`src/rtl/dbr_pkg.sv`:
```
package dbr_pkg;
  typedef enum logic [1:0] {
    RM_ARRAY  = 2'd0,
    RM_STATUS = 2'd1,
    RM_IDENT  = 2'd2,
    RM_RSVD   = 2'd3
  } rmode_e;

  typedef enum logic [1:0] {
    SRC_ARR  = 2'd0,
    SRC_STAT = 2'd1,
    SRC_ID   = 2'd2
  } src_e;

  localparam int BLK_W   = 6;
  localparam int NBLK    = 36;
  localparam int NBANK   = 2;
  localparam int LO_BLKS = 8;
endpackage

```
`src/rtl/dbr_bank_map.sv`:
```
module dbr_bank_map
  import dbr_pkg::*;
#(
  parameter bit TOP_BOOT = 1'b0
) (
  input  logic [5:0]       hi_bits,
  output logic             is_hi,
  output logic [BLK_W-1:0] blk
);
  logic [2:0] bank_f;
  logic [4:0] big_idx;

  assign bank_f  = hi_bits[5:3];
  assign big_idx = hi_bits[5:1];

  generate
    if (TOP_BOOT) begin : g_top
      localparam logic [BLK_W-1:0] LO_BASE = BLK_W'(NBLK - LO_BLKS);
      always_comb begin
        is_hi = (bank_f != 3'b111);
        blk   = is_hi ? {1'b0, big_idx} : hi_bits - LO_BASE;
      end
    end else begin : g_bottom
      always_comb begin
        is_hi = (bank_f != 3'b000);
        blk   = is_hi ? {1'b0, big_idx} + BLK_W'(LO_BLKS / 2) : hi_bits;
      end
    end
  endgenerate
endmodule

```
`src/rtl/dbr_mode_track.sv`:
```
module dbr_mode_track
  import dbr_pkg::*;
(
  input  logic   clk,
  input  logic   rst,
  input  logic   pwr_n,
  input  logic   we,
  input  logic   bank_sel,
  input  rmode_e code,
  output rmode_e mode_lo,
  output rmode_e mode_hi
);
  rmode_e mode_r [NBANK];

  for (genvar b = 0; b < NBANK; b++) begin : g_bank
    always_ff @(posedge clk) begin
      if (rst || !pwr_n)
        mode_r[b] <= RM_ARRAY;
      else if (we && (bank_sel == (b == 1)) && code != RM_RSVD)
        mode_r[b] <= code;
    end
  end

  assign mode_lo = mode_r[0];
  assign mode_hi = mode_r[1];
endmodule

```
`src/rtl/dbr_array_mem.sv`:
```
module dbr_array_mem #(
  parameter int AW = 8,
  parameter int DW = 16
) (
  input  logic          clk,
  input  logic          we,
  input  logic [AW-1:0] waddr,
  input  logic [DW-1:0] wdata,
  input  logic [AW-1:0] raddr,
  output logic [DW-1:0] rdata
);
  localparam int DEPTH = 1 << AW;
  logic [DW-1:0] store [DEPTH];

  always_ff @(posedge clk) begin
    if (we) store[waddr] <= wdata;
    rdata <= store[raddr];
  end
endmodule

```
`src/rtl/dual_bank_read_router.sv`:
```
module dual_bank_read_router
  import dbr_pkg::*;
#(
  parameter int                ADDR_W   = 20,
  parameter int                DATA_W   = 16,
  parameter int                STAT_W   = 8,
  parameter int                MEM_AW   = 8,
  parameter bit                TOP_BOOT = 1'b0,
  parameter logic [DATA_W-1:0] MFR_ID   = 'h00C5,
  parameter logic [DATA_W-1:0] DEV_ID   = 'h00D2
) (
  input  logic              clk,
  input  logic              rst,
  input  logic              ce_n,
  input  logic              oe_n,
  input  logic              pwr_n,
  input  logic [ADDR_W-1:0] addr,
  input  logic              busy_lo,
  input  logic              busy_hi,
  input  logic [STAT_W-1:0] status_in,
  input  logic              mode_we,
  input  logic [1:0]        mode_code,
  input  logic              mem_we,
  input  logic [MEM_AW-1:0] mem_waddr,
  input  logic [DATA_W-1:0] mem_wdata,
  output logic [DATA_W-1:0] dq_out,
  output logic              dq_oe,
  output logic              bank_hi,
  output logic [BLK_W-1:0]  blk_num
);
  localparam int PAD = DATA_W - STAT_W;

  logic              active, start, act_q, oe_q;
  logic              map_hi, busy_sel, bank_q;
  logic [BLK_W-1:0]  map_blk, blk_q;
  rmode_e            mode_lo, mode_hi, mode_sel;
  src_e              src_n, src_q;
  logic [STAT_W-1:0] stat_q;
  logic [DATA_W-1:0] id_q, mem_q;
  logic [MEM_AW-1:0] raddr;

  dbr_bank_map #(.TOP_BOOT(TOP_BOOT)) u_map (
    .hi_bits (addr[ADDR_W-1 -: 6]),
    .is_hi   (map_hi),
    .blk     (map_blk)
  );

  dbr_mode_track u_modes (
    .clk      (clk),
    .rst      (rst),
    .pwr_n    (pwr_n),
    .we       (mode_we),
    .bank_sel (map_hi),
    .code     (rmode_e'(mode_code)),
    .mode_lo  (mode_lo),
    .mode_hi  (mode_hi)
  );

  always_comb begin
    raddr = '0;
    for (int i = 0; i < ADDR_W; i++)
      raddr[i % MEM_AW] = raddr[i % MEM_AW] ^ addr[i];
  end

  dbr_array_mem #(.AW(MEM_AW), .DW(DATA_W)) u_mem (
    .clk   (clk),
    .we    (mem_we),
    .waddr (mem_waddr),
    .wdata (mem_wdata),
    .raddr (raddr),
    .rdata (mem_q)
  );

  assign active = !ce_n && !oe_n && pwr_n;
  assign start  = active && !act_q;

  always_comb begin
    mode_sel = map_hi ? mode_hi : mode_lo;
    busy_sel = map_hi ? busy_hi : busy_lo;
    if (busy_sel || mode_sel == RM_STATUS) src_n = SRC_STAT;
    else if (mode_sel == RM_IDENT)         src_n = SRC_ID;
    else                                   src_n = SRC_ARR;
  end

  always_ff @(posedge clk) begin
    if (rst) begin
      blk_q  <= '0;
      bank_q <= 1'b0;
    end else begin
      blk_q  <= map_blk;
      bank_q <= map_hi;
    end
  end

  always_ff @(posedge clk) begin
    if (rst || !pwr_n) begin
      act_q  <= 1'b0;
      oe_q   <= 1'b0;
      src_q  <= SRC_ARR;
      stat_q <= '0;
      id_q   <= '0;
    end else begin
      act_q <= active;
      oe_q  <= active;
      src_q <= src_n;
      id_q  <= addr[0] ? DEV_ID : MFR_ID;
      if (start) stat_q <= status_in;
    end
  end

  always_comb begin
    if (!oe_q) dq_out = '0;
    else begin
      case (src_q)
        SRC_STAT: dq_out = {{PAD{1'b0}}, stat_q};
        SRC_ID:   dq_out = id_q;
        default:  dq_out = mem_q;
      endcase
    end
  end

  assign dq_oe   = oe_q;
  assign bank_hi = bank_q;
  assign blk_num = blk_q;
endmodule

```
`config.mk`:
```
export PLATFORM = sky130hd
export DESIGN_NAME = dual_bank_read_router
export DESIGN_NICKNAME = d
export VERILOG_FILES = /design/src/rtl/dbr_pkg.sv /design/src/rtl/dbr_bank_map.sv /design/src/rtl/dbr_mode_track.sv /design/src/rtl/dbr_array_mem.sv /design/src/rtl/dual_bank_read_router.sv
export SDC_FILE = /design/constraint.sdc
export NUM_CORES = 2
export LEC_CHECK = 0
export BUFFER_PORTS_ARGS = -buffer_cell sky130_fd_sc_hd__buf_4
export CORE_UTILIZATION = 52
export DETAILED_ROUTE_END_ITERATION = 8
export PLACE_DENSITY = 0.69
export SLEW_MARGIN = 10
export SYNTH_ARGS = -nofsm -noshare
export SYNTH_HDL_FRONTEND = slang
export SYNTH_HIERARCHICAL = 1
export SYNTH_MEMORY_MAX_BITS = 65536
export SYNTH_SLANG_ARGS = --single-unit
```
`constraint.sdc`:
```
create_clock -name clk -period 4.1 [get_ports clk]
set_input_delay 0.41 -clock clk [delete_from_list [all_inputs] [get_ports clk]]
set_output_delay 0.41 -clock clk [all_outputs]
set_load 0.01 [all_outputs]
```
==> metrics.csv <==
stage,metric,value,unit
setup_path,startpoint types,input pin,
clocking,clock root buffer master,clkbuf_16,
die,die footprint,310000,sq um
min_path,HP Class,input pin to register,
power,Leakage Power,59.5,nW
drt,Routed Antenna Nets,0,
run_status,failing checks,negative setup slack,
setup_path,Critical Path Fanout Max,34,
logic_synthesis,Post-synth EDFFs,4100,
logic_synthesis,"Top FF cell, synth",edfxtp_1,
die,core area,306000,sq um
timing,total negative setup slack,-0.0731,ns
power,pwr dens,516,nW/um^2
grt,total grt overflow,0,
logic_synthesis,Syn. warnings,6,
logic_synthesis,post-synth top area share,76.9,%
clocking,clk_lat worst skew,0.98,ns
timing,Final period util,102,%
setup_path,reg2reg setup slack,1.07,ns
die,# rows,203,
setup_path,reg2reg path depth,9,
drt,DR WL/cell,34.0,microns
min_path,Hold Path Cell Cnt,1,
place,IO buf count,86,
layout,area of the multi-input gates,33800,sq um
drt,First-pass DRT Iterations,8,
run_status,status,finished with violations,
die,Die H,557,microns
clocking,CTS tree,done,
drt,vias,83900,
setup_path,Worst Setup End Kind,register,
min_path,hold path start,mem_wdata[13],
setup_path,Worst EP required,4.88,ns
setup_path,RR Startpoint,u_mem/store[136][3],
power,peak supply drop,0.385,mV
layout,register area,124000,sq um
logic_synthesis,Cells after Synth,7511,
drt,drt total wl,436,mm
timing,unrepaired setup endpoints after global routing,no,
grt,first-pass GRT wire length,614,mm
drt,routed vias/inst,6.54,
grt,initial antenna violation count,30,
logic_synthesis,"Async S/R FF share, synth",0,%
timing,Final Hold Viols,0,
setup_path,crit path DAT,4.95,ns
logic_synthesis,Yosys reg bits,4137,
die,starting density of the core,52.3,%
drt,initial DRC count,12300,
timing,final setup fails,1,
timing,Slew @ Worst Pin,1.17,ns
clocking,Num CTS Buffers,406,
timing,post-route setup slack,-0.0731,ns
timing,Slew HR,21.0,%
layout,Layout area overhead,15.0,%
timing,fin crit period,4.17,ns
layout,layout cells sized above 1,27.3,%
logic_synthesis,library cells used by synthesis,61,
logic_synthesis,"area leader, netlist",edfxtp_1,
clocking,CTS H-Tree Depth,5,
clocking,clk sink count,4137,
grt,vias in the first global route,82000,
timing,Layout Skew,0.0693,ns
layout,# nets final,8424,
clocking,Clock Path Buffers,4,
logic_synthesis,"Seq/Total Area, Yosys",77.3,%
setup_path,reg2reg end,u_mem/rdata[3],
timing,highest clock rate,0.240,GHz
min_path,Worst Hold Endpoint,u_mem/store[101][13],
logic_synthesis,Mapped Nets,7578,
die,I/O pin total,87,
logic_synthesis,syn_area_per_cell,21.3,sq um
drt,number of remaining DRC errors,0,
logic_synthesis,largest cells by area after synthesis,"edfxtp_1 (77%), mux4_2 (11%), mux2i_1 (3.6%)",
job,max-cap viol count,0,
grt,total track usage,28.0,%
die,Die Width,557,microns
timing,Max Transition Viols Final,0,
logic_synthesis,Mapped Area,160000,sq um
layout,# fillers,21000,
place,pre-CTS setup slack,-0.504,ns
clocking,clk slew on worst S/H paths,0.06,ns
place,GPL Wtd Cong,0.946,
setup_path,critical path class,input pin to register,
place,Final HPWL DP,268,mm
grt,pin count of the biggest net entering global routing,124,
critical path, stage by stage:
cell	delay, ns
dlygate4sd3_1	0.53
buf_4	0.15
xnor2_2	0.24
buf_12	0.24
buf_12	0.21
buf_12	0.18
buf_12	0.27
buf_12	0.31
buf_4	0.24
mux2i_1	0.09
o22ai_1	0.34
buf_4	0.18
nor3_1	0.04
o21ai_1	0.45
nand3_1	0.49
nor4_1	0.50
stage by stage:
step	cell area [sq um]	utilization [%]	hold slack (ns)	total power, mW	std cells
CTS	184000	60.2	0.000253	95.3	12800
finish	184000	60.2	0.0138	95.1	12800
global placement	170000	55.7	0.477	58.6	12000
global route	184000	60.2	0.0149	97.4	12800
floorplan	160000	-	0.462	54.1	7511
detailed placement	170000	55.7	0.491	58.8	12000
layout by cell type (no fill, tap or decap), types with 41 or more instances in the layout:
cell type	instances
mux4_2	797
mux2_2	88
o22ai_1	148
mux2i_1	575
nor2_1	288
a22oi_1	42
clkbuf_1	89
o221ai_1	252
nor3_1	92
buf_12	88
clkbuf_16	408
edfxtp_1	4100
clkinv_1	84
a21oi_1	178
nand2_1	41
dlygate4sd3_1	57
buf_4	736
clkinv_2	75
logic make-up after synthesis:
logic type / Yosys count / share of synthesized area (%)
flip-flops: 4137 / 77.3
multiplexers: 1463 / 15.4
AO/OA/AOI/OAI: 798 / 3.56
AND/OR/NAND/NOR: 626 / 1.86
buffers and inverters: 471 / 1.72
XOR/XNOR: 12 / 0.0656
adder cells (fa/ha/maj): 4 / 0.0312
power by group:
part           switching, mW  internal, mW
Combinational           6.59          4.64
Sequential             0.209          46.6
Clock                   16.0          21.0
layout make-up:
| cell class | instances | share of cell area, % |
|---|---|---|
| Antenna cell | 21 | 0.0285 |
| Sequential cell | 4137 | 67.2 |
| Multi-Input combinational cell | 2903 | 18.4 |
| Tap cell | 4100 | 2.78 |
| Inverter | 11 | 0.0292 |
| Clock buffer | 500 | 5.74 |
| Clock inverter | 250 | 1.43 |
| Timing Repair Buffer | 898 | 4.41 |
timing repair:
| item | 4_1_cts | 5_1_grt |
|---|---|---|
| gates resized for setup | 0 | 3 |
| hold buffers | 57 | 0 |
| endpoints found under the setup margin | 0 | 2 |
| hold endpoints to repair | 399 | 0 |
| setup buffers | 0 | 0 |
metal layers:
layer	vias up	track usage, %	routed length (microns)
li1	33500	-	-
met1	44200	39.1	164000
met5	-	0	76
met3	860	5.83	47600
met4	10	12.0	21100
met2	5349	43.3	204000
cells in the mapped netlist (27+ instances only):
master    count
edfxtp_1   4100
clkbuf_1    235
buf_6        78
nand3_1      35
a22oi_1      43
mux2i_1     575
o221ai_1    252
o22ai_1     148
buf_2        78
buf_1        27
nor2_1      310
mux2_2       88
a22o_1       32
nand2_1      41
dfxtp_1      37
mux4_2      797
nor3_1       99
o21ai_0      37
a21oi_1     178
a221oi_1     35
how the worst max path moves through the flow:
stage                        start               to  depth (start not counted)
after floorplan            addr[8]   u_mem/rdata[4]                         10
after global placement     addr[8]  u_mem/rdata[15]                         13
after detailed placement   addr[8]   u_mem/rdata[7]                         16
after CTS                  addr[0]   u_mem/rdata[7]                         16
after global routing      addr[18]  u_mem/rdata[15]                         14
final                      addr[0]   u_mem/rdata[7]                         16
flip-flops by register name, summed over array words and instances (netlist names):
register	cells
blk_num	6
id_q	3
src_q	2
u_mem/store	4096
bank_hi	1
u_mem/rdata	16
u_modes/mode_r	4
dq_oe	1
stat_q	8
Power figures use the tool's default switching activity.
